File: config.mk
export PLATFORM = sky130hd
export DESIGN_NAME = miss_fill_seq
export DESIGN_NICKNAME = d
export VERILOG_FILES = /design/src/rtl/mfs_pkg.sv /design/src/rtl/mfs_beat_ctr.sv /design/src/rtl/mfs_fsm.sv /design/src/rtl/miss_fill_seq.sv
export SDC_FILE = /design/constraint.sdc
export NUM_CORES = 1
export LEC_CHECK = 0
export BUFFER_PORTS_ARGS = -buffer_cell sky130_fd_sc_hd__buf_2
export CAP_MARGIN = 20
export CORE_UTILIZATION = 49
export DETAILED_ROUTE_END_ITERATION = 10
export PLACE_DENSITY = 0.92
export SLEW_MARGIN = 20
export SYNTH_ARGS = -nofsm -noshare
export SYNTH_HDL_FRONTEND = slang
export SYNTH_HIERARCHICAL = 1
export SYNTH_SLANG_ARGS = --single-unit
export TNS_END_PERCENT = 5
File: constraint.sdc
create_clock -name clk -period 4.2 [get_ports clk]
set_input_delay 0.21 -clock clk [delete_from_list [all_inputs] [get_ports clk]]
set_output_delay 0.21 -clock clk [all_outputs]
set_load 0.01 [all_outputs]
File: src/rtl/mfs_pkg.sv
package mfs_pkg;
   typedef enum logic [1:0] {
      ST_IDLE = 2'd0,
      ST_REQ  = 2'd1,
      ST_FILL = 2'd2,
      ST_LAST = 2'd3
   } mfs_state_e;
endpackage

File: src/rtl/mfs_beat_ctr.sv
// Counts accepted beats of one line and forms the wrapped doubleword offset.
module mfs_beat_ctr #(
   parameter int BEATS = 4
) (
   input  logic                     clk,
   input  logic                     rst_n,
   input  logic                     clear,
   input  logic                     advance,
   input  logic [$clog2(BEATS)-1:0] crit_off,
   output logic [$clog2(BEATS)-1:0] off,
   output logic                     is_first,
   output logic                     is_last
);
   localparam int BW = $clog2(BEATS);
   localparam logic [BW-1:0] LAST_CNT = BW'(BEATS - 1);

   logic [BW-1:0] cnt_q;

   always_ff @(posedge clk) begin
      if (!rst_n)        cnt_q <= '0;
      else if (clear)    cnt_q <= '0;
      else if (advance)  cnt_q <= cnt_q + 1'b1;
   end

   generate
      if ((BEATS & (BEATS - 1)) == 0) begin : g_pow2
         // power-of-two line: modular add wraps naturally
         assign off = crit_off + cnt_q;
      end else begin : g_mod
         logic [BW:0] sum;
         assign sum = {1'b0, crit_off} + {1'b0, cnt_q};
         assign off = (sum >= (BW+1)'(BEATS)) ? BW'(sum - (BW+1)'(BEATS)) : sum[BW-1:0];
      end
   endgenerate

   assign is_first = (cnt_q == '0);
   assign is_last  = (cnt_q == LAST_CNT);
endmodule

File: src/rtl/mfs_fsm.sv
// Fill sequencing: idle -> request -> receive beats -> final write cycle.
module mfs_fsm
   import mfs_pkg::*;
(
   input  logic       clk,
   input  logic       rst_n,
   input  logic       start,
   input  logic       req_acc,
   input  logic       beat_acc,
   input  logic       last_beat,
   output mfs_state_e state
);
   mfs_state_e nxt;

   always_comb begin
      nxt = state;
      unique case (state)
         ST_IDLE: if (start)                  nxt = ST_REQ;
         ST_REQ:  if (req_acc)                nxt = ST_FILL;
         ST_FILL: if (beat_acc && last_beat)  nxt = ST_LAST;
         ST_LAST:                             nxt = ST_IDLE;
         default:                             nxt = ST_IDLE;
      endcase
   end

   always_ff @(posedge clk) begin
      if (!rst_n) state <= ST_IDLE;
      else        state <= nxt;
   end
endmodule

File: src/rtl/miss_fill_seq.sv
// Cache miss line-fill sequencer with critical-word forwarding.
module miss_fill_seq
   import mfs_pkg::*;
#(
   parameter int ADDR_W = 32,
   parameter int DATA_W = 64,
   parameter int BEATS  = 4,
   parameter int IDX_W  = 6
) (
   input  logic                               clk,
   input  logic                               rst_n,
   input  logic                               req_valid,
   input  logic [ADDR_W-1:0]                  req_addr,
   input  logic                               req_nullify,
   input  logic                               tag_hit,
   output logic                               cache_oe,
   output logic                               hold,
   output logic                               bus_na,
   output logic                               data_strobe,
   output logic                               mem_exc,
   output logic [DATA_W-1:0]                  bus_data,
   output logic                               arr_we,
   output logic [IDX_W+$clog2(BEATS)-1:0]     arr_addr,
   output logic                               mem_req_valid,
   input  logic                               mem_req_ready,
   output logic [ADDR_W-1:0]                  mem_req_addr,
   input  logic                               mem_rsp_valid,
   output logic                               mem_rsp_ready,
   input  logic [DATA_W-1:0]                  mem_rsp_data,
   input  logic                               mem_rsp_err
);
   localparam int BEAT_W  = $clog2(BEATS);
   localparam int BYTE_W  = $clog2(DATA_W / 8);
   localparam int ARR_W   = IDX_W + BEAT_W;
   localparam int IDX_LSB = BYTE_W + BEAT_W;
   localparam int HI_W    = ADDR_W - BYTE_W;

   generate
      if (BEATS < 2) begin : g_bad_beats
         $error("miss_fill_seq: BEATS must be at least 2");
      end
      if ((DATA_W % 8) != 0 || (DATA_W & (DATA_W - 1)) != 0) begin : g_bad_data
         $error("miss_fill_seq: DATA_W must be a power of two byte multiple");
      end
      if (IDX_LSB + IDX_W > ADDR_W) begin : g_bad_idx
         $error("miss_fill_seq: index field does not fit in the address");
      end
   endgenerate

   mfs_state_e        state;
   logic              start, req_acc, beat_acc;
   logic [HI_W-1:0]   crit_hi;
   logic [IDX_W-1:0]  line_idx;
   logic [BEAT_W-1:0] crit_off, beat_off;
   logic              first_beat, last_beat;
   logic              hold_q, strobe_q, exc_q, we_q, err_seen_q;
   logic [DATA_W-1:0] data_q;
   logic [ARR_W-1:0]  aaddr_q;

   assign start    = (state == ST_IDLE) & req_valid & ~req_nullify & ~tag_hit;
   assign req_acc  = mem_req_valid & mem_req_ready;
   assign beat_acc = mem_rsp_ready & mem_rsp_valid;

   // critical doubleword address latched at the start of a fill
   always_ff @(posedge clk) begin
      if (!rst_n)     crit_hi <= '0;
      else if (start) crit_hi <= req_addr[ADDR_W-1:BYTE_W];
   end

   assign crit_off = crit_hi[BEAT_W-1:0];
   assign line_idx = crit_hi[BEAT_W +: IDX_W];

   mfs_fsm u_fsm (
      .clk       (clk),
      .rst_n     (rst_n),
      .start     (start),
      .req_acc   (req_acc),
      .beat_acc  (beat_acc),
      .last_beat (last_beat),
      .state     (state)
   );

   mfs_beat_ctr #(.BEATS(BEATS)) u_ctr (
      .clk      (clk),
      .rst_n    (rst_n),
      .clear    (start),
      .advance  (beat_acc),
      .crit_off (crit_off),
      .off      (beat_off),
      .is_first (first_beat),
      .is_last  (last_beat)
   );

   // registered bus side: write, forward, release hold, flag errors
   always_ff @(posedge clk) begin
      if (!rst_n) begin
         hold_q     <= 1'b0;
         strobe_q   <= 1'b0;
         exc_q      <= 1'b0;
         we_q       <= 1'b0;
         err_seen_q <= 1'b0;
         data_q     <= '0;
         aaddr_q    <= '0;
      end else begin
         we_q     <= beat_acc;
         strobe_q <= beat_acc & first_beat;
         exc_q    <= beat_acc & mem_rsp_err & ~err_seen_q;
         if (start)                       hold_q <= 1'b1;
         else if (beat_acc && first_beat) hold_q <= 1'b0;
         if (start)                       err_seen_q <= 1'b0;
         else if (beat_acc && mem_rsp_err) err_seen_q <= 1'b1;
         if (beat_acc) begin
            data_q  <= mem_rsp_data;
            aaddr_q <= {line_idx, beat_off};
         end
      end
   end

   assign hold          = hold_q;
   assign bus_na        = (state != ST_IDLE);
   assign data_strobe   = strobe_q;
   assign mem_exc       = exc_q;
   assign arr_we        = we_q;
   assign arr_addr      = aaddr_q;
   assign bus_data      = data_q;
   assign mem_req_valid = (state == ST_REQ);
   assign mem_req_addr  = {crit_hi, {BYTE_W{1'b0}}};
   assign mem_rsp_ready = (state == ST_FILL);
   assign cache_oe      = ~req_nullify;
endmodule

==> results of run 1 <==
[per-stage QoR]
step | hold slack, ps | utilization [%] | setup WS [ps]
2_1_floorplan | 343 | - | 2260
3_3_place_gp | 439 | 63.7 | 2070
5_1_grt | 64.4 | 66.2 | 1780
6_report | 85.2 | 66.2 | 1890
4_1_cts | 66.3 | 66.1 | 1910
3_5_place_dp | 446 | 63.7 | 1960
[layout make-up]
type,count,area [µm²]
Multi-Input combinational cell,341,1910
Clock inverter,4,37.5
Sequential cell,110,2200
Clock buffer,12,165
Timing Repair Buffer,212,1070
Fill cell,674,2840
Tap cell,105,131
Inverter,8,30.0
[worst max-delay path by stage]
stage / start / end / slack (ps)
3_5_place_dp: u_fsm/state[1] / u_fsm/state[1] / 1960
3_3_place_gp: u_fsm/state[1] / u_fsm/state[1] / 2070
2_1_floorplan: u_fsm/state[1] / u_fsm/state[1] / 2260
5_1_grt: u_fsm/state[1] / u_fsm/state[1] / 1780
6_report: u_fsm/state[1] / u_fsm/state[1] / 1890
4_1_cts: u_fsm/state[1] / u_fsm/state[1] / 1910
[layout by cell type (no fill, tap or decap), types with 2 or more instances in the layout]
master,instances
inv_1,7
buf_4,3
dfxtp_1,110
ha_1,7
xnor2_1,3
conb_1,3
a21boi_0,73
clkinv_4,2
clkbuf_8,12
nand2_1,205
buf_2,208
nor2_1,2
mux2i_1,31
and2_1,2
[worst max-delay path, cell delays in order (launching register included)]
cell and delay [ps]:
dfxtp_1 380, or2_4 280, nor4b_4 200, buf_4 480, inv_1 140, a222oi_1 520, mux2i_1 240
[registers in the layout (all words and copies together) (netlist names)]
signal,count
data_strobe,1
hold,1
mem_exc,1
bus_data,64
u_ctr/cnt_q,2
u_fsm/state,2
arr_addr,8
crit_hi,29
arr_we,1
err_seen_q,1
[power by group]
group | total, mW | leakage, nW | internal, mW | switching, mW
Sequential | 1.15 | 0.888 | 1.11 | 0.0418
Clock | 0.627 | 0.105 | 0.274 | 0.353
Combinational | 0.412 | 1.54 | 0.181 | 0.230
Total | 2.19 | 2.54 | 1.56 | 0.625
[metal layers]
layer	wire, µm	vias up	share of wire, %	track usage (%)
met3	771	9	7.8	5.61
met5	0	-	0	0
met1	4030	1719	41	21.5
met4	85	0	0.86	6.84
met2	5000	144	51	40.4
li1	-	1943	-	-
[cells by family after synthesis]
| group | after synthesis |
|---|---|
| other | 1 |
| AO/OA/AOI/OAI | 78 |
| buffers and inverters | 45 |
| XOR/XNOR | 3 |
| adder cells (fa/ha/maj) | 7 |
| multiplexers | 31 |
| AND/OR/NAND/NOR | 219 |
| flip-flops | 110 |
==> run_results.csv, run 1 <==
group,metric,value,unit
job,cap_viol_max_count,0,
cts,clock_latency,350,ps
cts,h-tree-depth,3,
cts,cts_buffer_depth,2,
setup_path,r2r_slack,1890,ps
cts,cts_hold_buf,0,
setup_path,path_max_fanout,33,
logic_synthesis,synth_most_common_cell,"nand2_1",
routing,vias,3815,
logic_synthesis,syn_area,4330,µm²
timing,skew,12.7,ps
setup_path,rr_worst_depth,6,
routing,postRouteAntennaNets,0,
layout,antenna_cells,0,
cts,cts_resized,0,
cts,clk_root_buffer_cell,"clkbuf_8",
setup_path,start_kind,"flop",
routing,firstDrtPassIters,4,
logic_synthesis,synth_top_area_cell,"dfxtp_1",
power_and_ir_drop,power,2.19,mW
routing,drtIter0Drc,111,
timing,final_hold_viol_count,0,
routing,drc,0,
timing,fin_crit,2310,ps
logic_synthesis,synth_mux_area_share,7.17,%
timing,tns,0,ps
grt,grt_first_pass_wirelength,15.1,mm
placement,io_buffers,209,
logic_synthesis,ys.flop_type,"dfxtp_1",
routing,wl_per_cell,12.5,µm
placement,gp_congestion,0.764,
timing,rsz0062_at_grt,"no",
worst_hold_path,holdCritStartpoint,"req_addr[12]",
logic_synthesis,postSynthAreaPerCell,8.76,µm²
layout,final_nets,793,
layout,finalNonFillerCells,792,
cts,cts_tree,"built",
worst_hold_path,worstHoldPathType,"input pin to flop",
layout,fin_area,5550,µm²
logic_synthesis,netlist-cell-type-count,30,
setup_path,worstReg2RegStart,"u_fsm/state[1]",
timing,fmax,432,MHz
timing,slew_violations,0,
setup_path,required,4480,ps
timing,worst_pin_slew,804,ps
logic_synthesis,synth_top_family_by_area,"simple AND/OR/NAND/NOR gates",
grt,antenna_found_initial,0,
logic_synthesis,synth_xor_area_share,0.607,%
routing,totalWireLength,9.88,mm
setup_path,reg2reg_to,"u_fsm/state[1]",
timing,period_share,55.1,%
floorplanning,die_area,9210,µm²
grt,grt_use_total,20.9,%
power_and_ir_drop,p_leak,2.54,nW
routing,routed_via_density,4.82,
logic_synthesis,synth_top_area_share,50.9,%
setup_path,cp-end-kind,"flop",
worst_hold_path,hold_end,"crit_hi[9]",
logic_synthesis,seq_area_frac_synth,50.9,%
logic_synthesis,synth-compound-area-share,13.7,%
logic_synthesis,synth.area.top_cells,"dfxtp_1 51%, nand2_1 18%, a21boi_0 13%",
logic_synthesis,synth-seq-cells,110,
floorplanning,core,8380,µm²
placement,dpl-instance-area,5340,µm²
floorplanning,fp.dieH,96.0,µm
logic_synthesis,synth_adder_area_share,2.02,%
timing,setup_viol,0,
logic_synthesis,yosys.area_share.simple,20.3,%
setup_path,critPathArrivalTime,2590,ps
timing,slew_headroom,46.4,%
floorplanning,start_util,51.6,%
layout,area_growth,28.2,%
cts,cts_setup_buffers,0,
floorplanning,rows,33,
logic_synthesis,ys.warnings.count,6,
placement,place_inst,776,
grt,grt_pass1_vias,3566,
cts,numCtsBuffers,9,
power_and_ir_drop,peakVddDrop,238,µV
worst_hold_path,whs_path_depth,3,
logic_synthesis,synthArstFlopShare,0,%
grt,grt_max_degree,139,
status,status,"completed",
cts,cts_sinks,110,
layout,drive_gt1_share,33.8,%
floorplanning,die_w,96.0,µm
logic_synthesis,synth_edf_count,0,
grt,grt_overflow,0,
setup_path,crit_type,"flop to flop",
logic_synthesis,syn-instance-count,494,
power_and_ir_drop,powerDensity,395,nW/µm²
cts,clk_pin_slew,110,ps
placement,dp_hpwl,7.03,mm
logic_synthesis,synth_common_cells,"205 x nand2_1, 110 x dfxtp_1, 73 x a21boi_0",
floorplanning,io_pins,216,
Power figures use the tool's default switching activity.
==> run 2, diff against run 1 <==
--- a/config.mk
+++ b/config.mk
@@ -7,9 +7,9 @@
 export LEC_CHECK = 0
 export BUFFER_PORTS_ARGS = -buffer_cell sky130_fd_sc_hd__buf_2
 export CAP_MARGIN = 20
-export CORE_UTILIZATION = 49
+export CORE_UTILIZATION = 41
 export DETAILED_ROUTE_END_ITERATION = 10
-export PLACE_DENSITY = 0.92
+export PLACE_DENSITY = 0.83
 export SLEW_MARGIN = 20
 export SYNTH_ARGS = -nofsm -noshare
 export SYNTH_HDL_FRONTEND = slang
==> constraint.sdc (replaced) <==
create_clock -name clk -period 2.1 [get_ports clk]
set_input_delay 0.105 -clock clk [delete_from_list [all_inputs] [get_ports clk]]
set_output_delay 0.105 -clock clk [all_outputs]
set_load 0.01 [all_outputs]
==> run_results.csv, run 2 (synthesis gave the netlist of run 1 again) <==
group,metric,value,unit
status,status,"completed",
floorplanning,io_pins,216,
floorplanning,die_w,105,µm
layout,layout_commonest_cell,"buf_2",
grt,grt_pass1_vias,4450,
timing,final_hold_viol_count,0,
power_and_ir_drop,combPwrFrac,21.3,%
floorplanning,rows,37,
layout,multiInputGateArea,1910,µm²
cts,clock_latency,360,ps
layout,layout_common_cells,"208 x buf_2, 205 x nand2_1, 110 x dfxtp_1, 91 x dlygate4sd3_1, 73 x a21boi_0",
setup_path,crit_type,"flop to flop",
cts,clk_root_buffer_cell,"clkbuf_8",
power_and_ir_drop,swShare,28.1,%
floorplanning,start_util,42.1,%
setup_path,critPathArrivalTime,2050,ps
routing,vias,4362,
timing,slew_violations,0,
floorplanning,core,10300,µm²
grt,grt_use_total,23.0,%
worst_hold_path,whs_path_depth,3,
timing,tns,0,ps
placement,dp_hpwl,7.29,mm
timing,fmax,563,MHz
routing,wl_per_cell,13.8,µm
power_and_ir_drop,p_leak,2.94,nW
power_and_ir_drop,p_int,3.32,mW
cts,cts_tree,"built",
cts,cts_setup_buffers,0,
power_and_ir_drop,powerDensity,705,nW/µm²
power_and_ir_drop,peakVddDrop,413,µV
cts,cts_buffer_depth,2,
timing,fin_crit,1780,ps
layout,register_area,2200,µm²
cts,numCtsBuffers,9,
routing,drtIter0Drc,218,
floorplanning,die_area,11000,µm²
setup_path,cp-end-kind,"flop",
power_and_ir_drop,clockPowerShare,28.8,%
layout,fin_area,6550,µm²
cts,clk_pin_slew,90,ps
timing,slew_headroom,62.6,%
timing,hold_ws,24.7,ps
power_and_ir_drop,switching_power,1.30,mW
placement,io_buffers,209,
job,cap_viol_max_count,0,
setup_path,required,2380,ps
cts,cts_sinks,110,
grt,grt_overflow,0,
timing,rsz0062_at_grt,"no",
routing,postRouteAntennaNets,0,
placement,gp_congestion,0.730,
layout,antenna_cells,0,
floorplanning,fp.dieH,105,µm
timing,period_share,84.6,%
worst_hold_path,worstHoldPathType,"input pin to flop",
timing,skew,12.7,ps
layout,final_util,63.7,%
layout,area_growth,51.3,%
routing,totalWireLength,12.7,mm
routing,routed_via_density,4.75,
layout,final_nets,889,
timing,worst_pin_slew,561,ps
grt,grt_first_pass_wirelength,20.3,mm
cts,cts_hold_buf,90,
routing,drc,0,
placement,dpl-instance-area,5430,µm²
layout,largest_reg_flops,64,
routing,firstDrtPassIters,4,
grt,antenna_found_initial,0,
cts,h-tree-depth,3,
setup_path,rr_worst_depth,5,
setup_path,path_max_fanout,7,
placement,dp_slack,354,ps
timing,layout_setup_ws,324,ps
cts,cts_resized,0,
layout,fillCellCount,789,
timing,setup_viol,0,
power_and_ir_drop,pwr-share-seq,49.9,%
setup_path,start_kind,"flop",
layout,drive_gt1_share,30.1,%
grt,grt_max_degree,62,
-- run 2: final cells by class --
class | instances | area share (%)
flip-flops and latches | 110 | 33.6
repair buffers | 308 | 31.0
multi-input cells | 341 | 29.1
well taps | 136 | 2.60
clock buffers | 12 | 2.37
clock inverters | 4 | 0.840
inverters | 8 | 0.458
-- run 2: path summary, 6_finish.rpt --
kind / start / endpoint / slack, ps
worst max register to register: u_fsm/state[1] / u_fsm/state[1] / 320
worst max-delay path: u_fsm/state[1] / u_fsm/state[1] / 320
worst min register to register: crit_hi[24] / crit_hi[24] / 460
worst min-delay path: mem_rsp_data[25] / bus_data[25] / 20
-- run 2: power groups by stage --
stage	registers [mW]	clock network, mW	logic (mW)
floorplan	2.40	0	0.467
global placement	2.34	0	0.798
detailed placement	2.35	0	0.837
CTS	2.30	1.36	0.967
global route	2.32	1.46	1.08
finish	2.31	1.33	0.984
-- run 2: routing by layer --
metal  GRT usage, %  up-vias  share of wire, %  wire, µm
met3           6.36       32               7.8       988
li1               -     2136                 -         -
met2           42.3      197                50      6370
met5              0        -                 0         0
met1           24.5     1997                40      5020
met4           9.56        0               2.4       303
-- run 2: stage by stage --
step	power [mW]	std cells
5_1_grt	4.87	919
6_report	4.62	919
2_1_floorplan	2.86	496
4_1_cts	4.63	918
3_5_place_dp	3.19	812
3_3_place_gp	3.14	812
-- run 2: worst max-delay path: stages (launching register included) --
cell	delay (ps)
dfxtp_1	380
or2_4	290
nor4b_4	220
inv_1	90
a222oi_1	470
mux2i_1	260
